## config.mk

```make
export PLATFORM = sky130hd
export DESIGN_NAME = arith_cmp_unit
export DESIGN_NICKNAME = d
export VERILOG_FILES = /design/src/rtl/acu_pkg.sv /design/src/rtl/acu_addsub.sv /design/src/rtl/acu_compare.sv /design/src/rtl/acu_bytematch.sv /design/src/rtl/arith_cmp_unit.sv
export SDC_FILE = /design/constraint.sdc
export NUM_CORES = 1
export LEC_CHECK = 0
export BUFFER_PORTS_ARGS = -buffer_cell sky130_fd_sc_hd__buf_4
export CAP_MARGIN = 10
export CORE_MARGIN = 3
export CORE_UTILIZATION = 50
export DETAILED_ROUTE_END_ITERATION = 10
export GPL_ROUTABILITY_DRIVEN = 0
export HOLD_SLACK_MARGIN = 0.05
export PLACE_DENSITY = 0.73
export SETUP_SLACK_MARGIN = 0.1
export SKIP_CTS_REPAIR_TIMING = 1
export SYNTH_ARGS = -nofsm -noshare
export SYNTH_HDL_FRONTEND = slang
export SYNTH_HIERARCHICAL = 1
export SYNTH_SLANG_ARGS = --single-unit
```

## constraint.sdc

```tcl
create_clock -name clk -period 14.45 [get_ports clk]
set_clock_uncertainty 0.1 [all_clocks]
set_input_delay 2.1675 -clock clk [delete_from_list [all_inputs] [get_ports clk]]
set_output_delay 2.1675 -clock clk [all_outputs]
set_load 0.05 [all_outputs]
```

## src/rtl/acu_pkg.sv

```systemverilog
`timescale 1ns/1ps
// Shared definitions for the arithmetic/compare unit.
// Assumes: operation codes are fixed by the decoder that feeds op_sel.
package acu_pkg;
    typedef enum logic [2:0] {
        OP_ADD   = 3'd0,
        OP_RSUB  = 3'd1,
        OP_CMPS  = 3'd2,
        OP_CMPU  = 3'd3,
        OP_MATCH = 3'd4
    } acu_op_e;

    localparam int unsigned CY_LO_BIT = 2;
    localparam int unsigned CY_HI_BIT = 31;
endpackage

```

## src/rtl/acu_addsub.sv

```systemverilog
`timescale 1ns/1ps
// Adder/reverse-subtractor with a full 33-bit sum.
// What it does: computes b + a + cin, or b + ~a + cin when sub is set.
// Assumes: cin has already been chosen by the caller.
module acu_addsub #(
    parameter int unsigned DATA_W = 32
) (
    input  logic [DATA_W-1:0] a,
    input  logic [DATA_W-1:0] b,
    input  logic              sub,
    input  logic              cin,
    output logic [DATA_W-1:0] sum,
    output logic              cout
);
    localparam int unsigned EXT_W = DATA_W + 1;

    logic [DATA_W-1:0] a_eff;
    logic [EXT_W-1:0]  wide;

    // Select the true or inverted first operand.
    always_comb begin
        a_eff = sub ? ~a : a;
    end

    // Widened sum, so the carry-out is exact in every corner.
    always_comb begin
        wide = {1'b0, b} + {1'b0, a_eff} + EXT_W'(cin);
        sum  = wide[DATA_W-1:0];
        cout = wide[DATA_W];
    end
endmodule

```

## src/rtl/acu_compare.sv

```systemverilog
`timescale 1ns/1ps
// Ordering compare: returns b - a, and repairs the sign bit when the operands'
// signs differ, so that the result's top bit gives the ordering.
// Assumes: is_unsigned selects which operand supplies the repaired bit.
module acu_compare #(
    parameter int unsigned DATA_W = 32
) (
    input  logic [DATA_W-1:0] a,
    input  logic [DATA_W-1:0] b,
    input  logic              is_unsigned,
    output logic [DATA_W-1:0] diff
);
    localparam int unsigned MSB = DATA_W - 1;

    logic [DATA_W-1:0] raw;
    logic              sign_split;

    // Plain wrap-around difference.
    always_comb begin
        raw        = b + ~a + DATA_W'(1);
        sign_split = a[MSB] ^ b[MSB];
    end

    // Sign repair: take b's sign (signed) or a's sign (unsigned) on a split.
    always_comb begin
        diff = raw;
        if (sign_split) begin
            diff[MSB] = is_unsigned ? a[MSB] : b[MSB];
        end
    end
endmodule

```

## src/rtl/acu_bytematch.sv

```systemverilog
`timescale 1ns/1ps
// Byte-pattern search: returns the 1-based position of the first equal byte
// lane, counted from the most significant lane, or 0 when no lane matches.
// Assumes: DATA_W is a multiple of 8.
module acu_bytematch #(
    parameter int unsigned DATA_W = 32,
    parameter int unsigned POS_W  = 3
) (
    input  logic [DATA_W-1:0] a,
    input  logic [DATA_W-1:0] b,
    output logic [POS_W-1:0]  pos
);
    localparam int unsigned LANES = DATA_W / 8;

    logic [LANES-1:0] lane_eq;

    // Lane i counts from the top: lane 0 holds the most significant byte.
    for (genvar i = 0; i < LANES; i++) begin : g_lane
        assign lane_eq[i] = (a[DATA_W-1-8*i -: 8] == b[DATA_W-1-8*i -: 8]);
    end

    // Priority pick: scan from the bottom lane up, so the top-most hit wins.
    always_comb begin
        pos = '0;
        for (int i = LANES - 1; i >= 0; i--) begin
            if (lane_eq[i]) begin
                pos = POS_W'(i + 1);
            end
        end
    end

    // The position never exceeds the lane count.
    always_comb begin
        AST_MATCH_RANGE: assert (int'(pos) <= LANES);
    end
endmodule

```

## src/rtl/arith_cmp_unit.sv

```systemverilog
`timescale 1ns/1ps
// Add, reverse-subtract and compare unit with a registered carry flag.
// What it does: combinational result for five operations. The carry flag is
// updated by add/reverse subtract unless keep_cy is set, and it is shown at
// two status bit positions.
// Assumes: op_en marks an issued operation; the flag is local to this block.
module arith_cmp_unit
    import acu_pkg::*;
#(
    parameter int unsigned DATA_W = 32
) (
    input  logic              clk,
    input  logic              rst_n,
    input  logic              op_en,
    input  logic [2:0]        op_sel,
    input  logic              use_cy,
    input  logic              keep_cy,
    input  logic [DATA_W-1:0] opd_a,
    input  logic [DATA_W-1:0] opd_b,
    output logic [DATA_W-1:0] result,
    output logic              cy_next,
    output logic              cy_wr,
    output logic              cy_flag,
    output logic [31:0]       cy_stat
);
    localparam int unsigned LANES = DATA_W / 8;
    localparam int unsigned POS_W = $clog2(LANES + 1);

    logic              cy_q;
    logic              is_arith;
    logic              is_sub;
    logic              cin;
    logic [DATA_W-1:0] as_sum;
    logic              as_cout;
    logic [DATA_W-1:0] cmp_diff;
    logic [POS_W-1:0]  match_pos;

    // Decode the operation class and pick the carry-in.
    always_comb begin
        is_arith = (op_sel == OP_ADD) || (op_sel == OP_RSUB);
        is_sub   = (op_sel == OP_RSUB);
        if (use_cy) cin = cy_q;
        else        cin = is_sub;
    end

    acu_addsub #(.DATA_W(DATA_W)) u_addsub (
        .a    (opd_a),
        .b    (opd_b),
        .sub  (is_sub),
        .cin  (cin),
        .sum  (as_sum),
        .cout (as_cout)
    );

    acu_compare #(.DATA_W(DATA_W)) u_compare (
        .a           (opd_a),
        .b           (opd_b),
        .is_unsigned (op_sel == OP_CMPU),
        .diff        (cmp_diff)
    );

    acu_bytematch #(.DATA_W(DATA_W), .POS_W(POS_W)) u_match (
        .a   (opd_a),
        .b   (opd_b),
        .pos (match_pos)
    );

    // Result multiplexer; unused codes give zero.
    always_comb begin
        case (op_sel)
            OP_ADD, OP_RSUB:  result = as_sum;
            OP_CMPS, OP_CMPU: result = cmp_diff;
            OP_MATCH:         result = DATA_W'(match_pos);
            default:          result = '0;
        endcase
    end

    // Carry write decision and the value the flag will hold next.
    always_comb begin
        cy_wr   = op_en && is_arith && !keep_cy;
        cy_next = cy_wr ? as_cout : cy_q;
    end

    // Carry flag register, synchronous active-low reset.
    always_ff @(posedge clk) begin
        if (!rst_n) cy_q <= 1'b0;
        else        cy_q <= cy_next;
    end

    // Status view: the flag appears at two fixed bit positions.
    always_comb begin
        cy_flag            = cy_q;
        cy_stat            = '0;
        cy_stat[CY_HI_BIT] = cy_q;
        cy_stat[CY_LO_BIT] = cy_q;
    end

    AST_CY_LOAD: assert property (@(posedge clk) disable iff (!rst_n)
        (rst_n && cy_wr) |=> (cy_flag == $past(as_cout)));
    AST_CY_HOLD: assert property (@(posedge clk) disable iff (!rst_n)
        (rst_n && !cy_wr) |=> $stable(cy_flag));
    AST_NO_CY_WRITE: assert property (@(posedge clk) disable iff (!rst_n)
        (!op_en || keep_cy || op_sel > 3'd1) |-> !cy_wr);
    AST_STAT_PAIR: assert property (@(posedge clk) disable iff (!rst_n)
        ($countones(cy_stat) == (cy_flag ? 2 : 0)));
    AST_RESET_CLEAR: assert property (@(posedge clk)
        !rst_n |=> !cy_flag);
endmodule

```

## Word-level counts from Yosys, hierarchy flattened

Cells that the tools add are included.

- Add/subtract/negate cells: 4
- Multiply operators: 0
- Divide/modulo/power cells: 0
- Magnitude comparators: 0
- Equality and inequality tests: 8
- Shifts and indexed selects: 0
- Mux-type cells: 10
- Bitwise gates (word level): 2
- Reduce and logical (&&, ||, !) cells: 7

Operators with widths:

| operator | number |
|---|---|
| $pmux W32 S3 | 1 |
| $add A32 B32 Y33 | 1 |
| $add A33 B1 Y33 | 1 |
| $add A32 B1 Y32 const B | 1 |
| $add A32 B32 Y32 | 1 |
| $eq A8 B8 Y1 | 4 |
| $mux W32 | 1 |
| $not A32 Y32 | 1 |
| $mux W3 | 4 |
| $eq A3 B2 Y1 const B | 2 |
| $mux W1 | 4 |
| $reduce_or A2 Y1 | 2 |
| $eq A3 B1 Y1 const B | 1 |
| $eq A3 B3 Y1 const B | 1 |
| $logic_not A3 Y1 | 1 |
| $logic_and A1 B1 Y1 | 2 |
| $logic_not A1 Y1 | 1 |
| $logic_or A1 B1 Y1 | 1 |
| $xor A1 B1 Y1 | 1 |

- Register bits after elaboration: 1
- Latch bits: 0
- Memory bits (writable): 0
- ROM bits: 0
- Input port bits: 72
- Output and inout bits: 67
- Logic and storage cells: 32
- Memories: 0

## Logic depth before layout (Yosys ltp)

- Depth after elaboration: 6
- Depth in mapped cells: 16
- Mapped depth without buffers: 14

## Modules after synthesis

The synthesis kept the hierarchy.

By module, submodules not included:

| module | times used | cells each | area an instance (um2) |
|---|---|---|---|
| acu_addsub | 1 | 276 | 2039.5 |
| acu_compare | 1 | 279 | 1883.1 |
| arith_cmp_unit | 1 | 118 | 860.8 |
| acu_bytematch | 1 | 47 | 394.1 |

## Least setup slack after synthesis

Ideal clock, no wire load.

- Path kind: input port to output port
- Start point: input op_sel[2]
- End point: output result[20]
- Data arrival time: 6.111 ns
- Slack: 6.072 ns
- Stages on the path: 16
- Path buffers: 3
- Cells stage by stage: buf_2 nor3b_1 clkbuf_1 buf_1 xnor2_1 fa_1 fa_1 nor2b_4 o31ai_2 a311oi_4 a311o_1 nand2_1 o21ai_0 xor2_1 mux2i_1 nor2_1

- Cells in the longest elaborated chain, start to end: 5
- Elaborated cells between the ends (all ways): 12

Ends and longest elaborated chain:

| what | RTL line | RTL |
|---|---|---|
| from (decl) | arith_cmp_unit.sv:15 | `input logic [2:0] op_sel,` |
| $eq A3 B1 Y1 * | arith_cmp_unit.sv:41 | `is_sub = (op_sel == OP_RSUB);` |
| net is_sub | arith_cmp_unit.sv:31 | `logic is_sub;` |
| $mux W32 | acu_addsub.sv:22 | `a_eff = sub ? ~a : a;` |
| $add A32 B32 Y33 | acu_addsub.sv:27 | `wide = {1'b0, b} + {1'b0, a_eff} + EXT_W'(cin);` |
| $add A33 B1 Y33 * | acu_addsub.sv:27 |  |
| net as_sum[20] | arith_cmp_unit.sv:33 | `logic [DATA_W-1:0] as_sum;` |
| $pmux W32 S3 * | arith_cmp_unit.sv:70 | `case (op_sel)` |
| to (decl) | arith_cmp_unit.sv:20 | `output logic [DATA_W-1:0] result,` |

The timed path passes the listed nets; every way through them passes the cells marked *.

## Worst setup path in the final report

- Start point: input op_sel[1]
- End point: output result[20]

- Elaborated cells between the ends (all ways): 12

RTL lines:

| what | RTL line | RTL |
|---|---|---|
| $eq A3 B1 Y1 | arith_cmp_unit.sv:41 |  |
| net is_sub | arith_cmp_unit.sv:31 |  |
| $mux W1 | arith_cmp_unit.sv:42 | `if (use_cy) cin = cy_q;` |
| net cin | arith_cmp_unit.sv:32 | `logic cin;` |
| $add A33 B1 Y33 | acu_addsub.sv:27 |  |
| net as_sum[20] | arith_cmp_unit.sv:33 |  |
| $pmux W32 S3 | arith_cmp_unit.sv:70 |  |

The timed path passes the listed nets, and every way through them passes these cells.

==> metrics.md <==
| Metric | Value |
|---|---|
| Number of setup violations in the final report | `0` |
| Average via count per standard cell | `roughly 5.8` |
| Critical path capture point type | `output port` |
| Number of antenna violations at the first check in global routing | `0` |
| Combined area of all synthesized cells | `0.00518 mm2` |
| Number of flip-flops in the largest register | `1` |
| Full die area | `0.0116 mm2` |
| Post-route DRC | `0` |
| Total negative slack for setup checks | `0 ps` |
| HPWL reported at the end of detailed placement | `roughly 13 mm` |
| Cell class contributing the biggest share of worst-path delay | `compound AO/OA/AOI/OAI gates` |
| Startpoint type of the worst setup path | `input port` |
| Number of global-route vias before repair | `5,098` |
| Post-synth top flop | `sky130_fd_sc_hd__dfxtp_1` |
| CP max-delay cell | `sky130_fd_sc_hd__fa_1` |
| Antenna fix cells | `0` |
| Kind of critical path | `input port to output port` |
| Period minus WS final | `between 8000 and 9000 ps` |
| Clock transition at the registers of the reported paths | `0 ps` |
| Top cell by count, worst path | `sky130_fd_sc_hd__buf_4` |
| Number of flip-flops and latches in the synthesized netlist | `1` |
| Final Hold Viols | `0` |
| Power density cells | `64.5 mW/mm2` |
| PortBufs | `108` |
| Data arrival time of the critical path | `6010 ps` |
| Bufs and invs on worst path | `4` |
| Final-layout fill cell count | `921` |
| Post-synthesis cell type count | `78` |
| Core area | `~0.0099 mm2` |
| Number of DRC markers after the initial detailed-route iteration | `297` |
| Required time of the critical path | `12,180 ps` |
| Layout cells sized above 1 | `17.8%` |
| Total via count in the routed design | `5,405` |
| Leading cell types by total area after synthesis | `sky130_fd_sc_hd__ha_1, sky130_fd_sc_hd__xor2_1, sky130_fd_sc_hd__xnor2_1` |
| Peak VDD IR | `approximately 0.000042 V` |
| Maximum number of pins on one net before global-route repair | `39` |
| Cell-by-cell trace of the critical path | `buf_4, nor3b_2, buf_4, mux2_2, inv_1, fa_1, fa_1, nor2b_4, o31ai_2, a311oi_4, a311o_1, nand2_1, o21ai_0, xor2_1, mux2i_1, nor2_1, buf_4` |
| Final net count | `939` |
| Overall global routing resource usage | `24.1%` |
| Starting utilization of the core area | `52.2%` |
| Proportion of register bits with asynchronous set or reset after synthesis | `0%` |
| F_max | `about 120 MHz` |
| Static Leak | `2.96 nW` |
| Die X-Extent | `between 100 and 150 um` |
| Vertical die dimension | `108 um` |
| Share of the synthesized area in the top cell type | `between 10% and 20%` |
| Yosys warns | `6` |
| Post-synth EDFFs | `0` |
| Area of the multi-input gates | `0.00470 mm2` |
| Setup repair after global routing missed its margin | `false` |
| Maximum fanout count along the critical path | `36` |
| Worst slack after detailed placement | `6200 ps` |
| Ratio of final minimum period to clock period | `between 50% and 60%` |
| Final Slew Violations | `0` |
| Synth-to-layout area growth | `13.9%` |
| Std-Cell Rows | `36` |
| Smallest setup slack after layout | `6170 ps` |
| Relative slew margins | `about three fifths` |
| Remaining antenna violation count after routing | `0` |
| Avg Synthesized Cell Area | `7.19 um2` |
| Type of the tightest min-delay check | `flop to flop` |
| Final instance count without filler cells | `roughly 930` |
| Worst skew pair latency | `0 ps` |
| Post-detailed-placement cell area | `0.00590 mm2` |
| Gate count of the mapped netlist | `720` |
| Tightest Pin Transition | `621 ps` |
| Sequential fraction of the synthesis area | `0.387%` |
| Max-cap violations | `0` |
| Outcome | `complete, no violations` |
| Placed cells | `933` |
| Global-route wire length before repair | `~24 mm` |
| Critical Path Max Stage Delay | `450 ps` |
| 1st-pass router iterations | `5` |
| Cell type contributing the most total cell area after synthesis | `sky130_fd_sc_hd__ha_1` |
| Gr ovfl total | `0` |
| Area occupied by registers | `approximately 20 um2` |
| Mean routed wirelength per cell | `16.0 um` |
| Post-route design area | `0.00590 mm2` |
| Total routed wirelength | `14.9 mm` |
| IO Count | `139` |
-- per-layer routing --
layer / global-route usage [%] / up-vias / part of all wire (%)
met5: 0 / - / 0
met4: 3.34 / 0 / 1.1
met3: 1.14 / 14 / 5.2
met2: 42.9 / 189 / 48
met1: 32.7 / 2534 / 45
li1: - / 2668 / -
-- per-stage QoR --
step / util [%] / hold WS [ps] / power, mW
6_report: 59.5 / 434 / 0.380
5_1_grt: 59.5 / 482 / 0.410
4_1_cts: 59.5 / 444 / 0.377
3_5_place_dp: 59.5 / 444 / 0.375
3_3_place_gp: 59.5 / 424 / 0.368
2_1_floorplan: - / 604 / 0.289
-- path summary, 6_finish.rpt --
path,start,end,slack [ps],cells after the start
max,op_sel[1],result[20],6170,17
min,cy_flag,cy_flag,430,2
max reg2reg,cy_flag,cy_flag,11120,12
min reg2reg,cy_flag,cy_flag,430,2
-- cells in the mapped netlist (6+ instances only) --
library cell and instances:
sky130_fd_sc_hd__a21oi_1 52, sky130_fd_sc_hd__nor3_1 8, sky130_fd_sc_hd__xnor2_1 42, sky130_fd_sc_hd__o21ai_1 6, sky130_fd_sc_hd__inv_1 49, sky130_fd_sc_hd__nor2_1 66
sky130_fd_sc_hd__a21o_1 21, sky130_fd_sc_hd__nand4_1 10, sky130_fd_sc_hd__ha_1 62, sky130_fd_sc_hd__nand2b_1 11, sky130_fd_sc_hd__xor2_1 68, sky130_fd_sc_hd__a31oi_1 8
sky130_fd_sc_hd__and3_1 8, sky130_fd_sc_hd__buf_2 7, sky130_fd_sc_hd__clkbuf_1 9, sky130_fd_sc_hd__o211ai_1 7, sky130_fd_sc_hd__mux2i_1 34, sky130_fd_sc_hd__o21a_1 8
sky130_fd_sc_hd__buf_4 35, sky130_fd_sc_hd__nand2_1 51, sky130_fd_sc_hd__o21ai_0 27, sky130_fd_sc_hd__o22ai_1 6, sky130_fd_sc_hd__nand3_1 14
-- cells by family after synthesis --
group           synth area share (%)
compound gates                  26.2
xor+xnor                        18.6
fa+ha+maj                       16.1
buf+inv                         11.0
flops                          0.387
mux                             7.23
other cells                   0.0724
simple gates                    20.4
-- report_power, final --
group          switching (mW)  internal, mW  leakage [nW]
Combinational           0.238         0.139          2.95
Sequential          0.0000974       0.00288       0.00808
Clock                       0             0             0
Total                   0.238         0.142          2.96
-- tightest hold or removal path, stage by stage, from the launching register on --
cell                      delay [ps]
sky130_fd_sc_hd__dfxtp_1         340
sky130_fd_sc_hd__nand2_1          80
sky130_fd_sc_hd__mux2i_1          60
-- final cells by class --
type,count,share of cell area (%)
inverters,49,3.12
flip-flops and latches,1,0.339
well taps,133,2.82
multi-input cells,640,79.7
repair buffers,110,14.0
-- cell usage in the layout (no fill, tap or decap), types with 30 or more instances in the layout --
cell	instances
sky130_fd_sc_hd__buf_4	110
sky130_fd_sc_hd__a21oi_1	52
sky130_fd_sc_hd__nand2_1	51
sky130_fd_sc_hd__ha_1	62
sky130_fd_sc_hd__mux2i_1	34
sky130_fd_sc_hd__nor2_1	66
sky130_fd_sc_hd__conb_1	30
sky130_fd_sc_hd__inv_1	49
sky130_fd_sc_hd__xnor2_1	42
sky130_fd_sc_hd__xor2_1	68
Power figures use the tool's default switching activity.
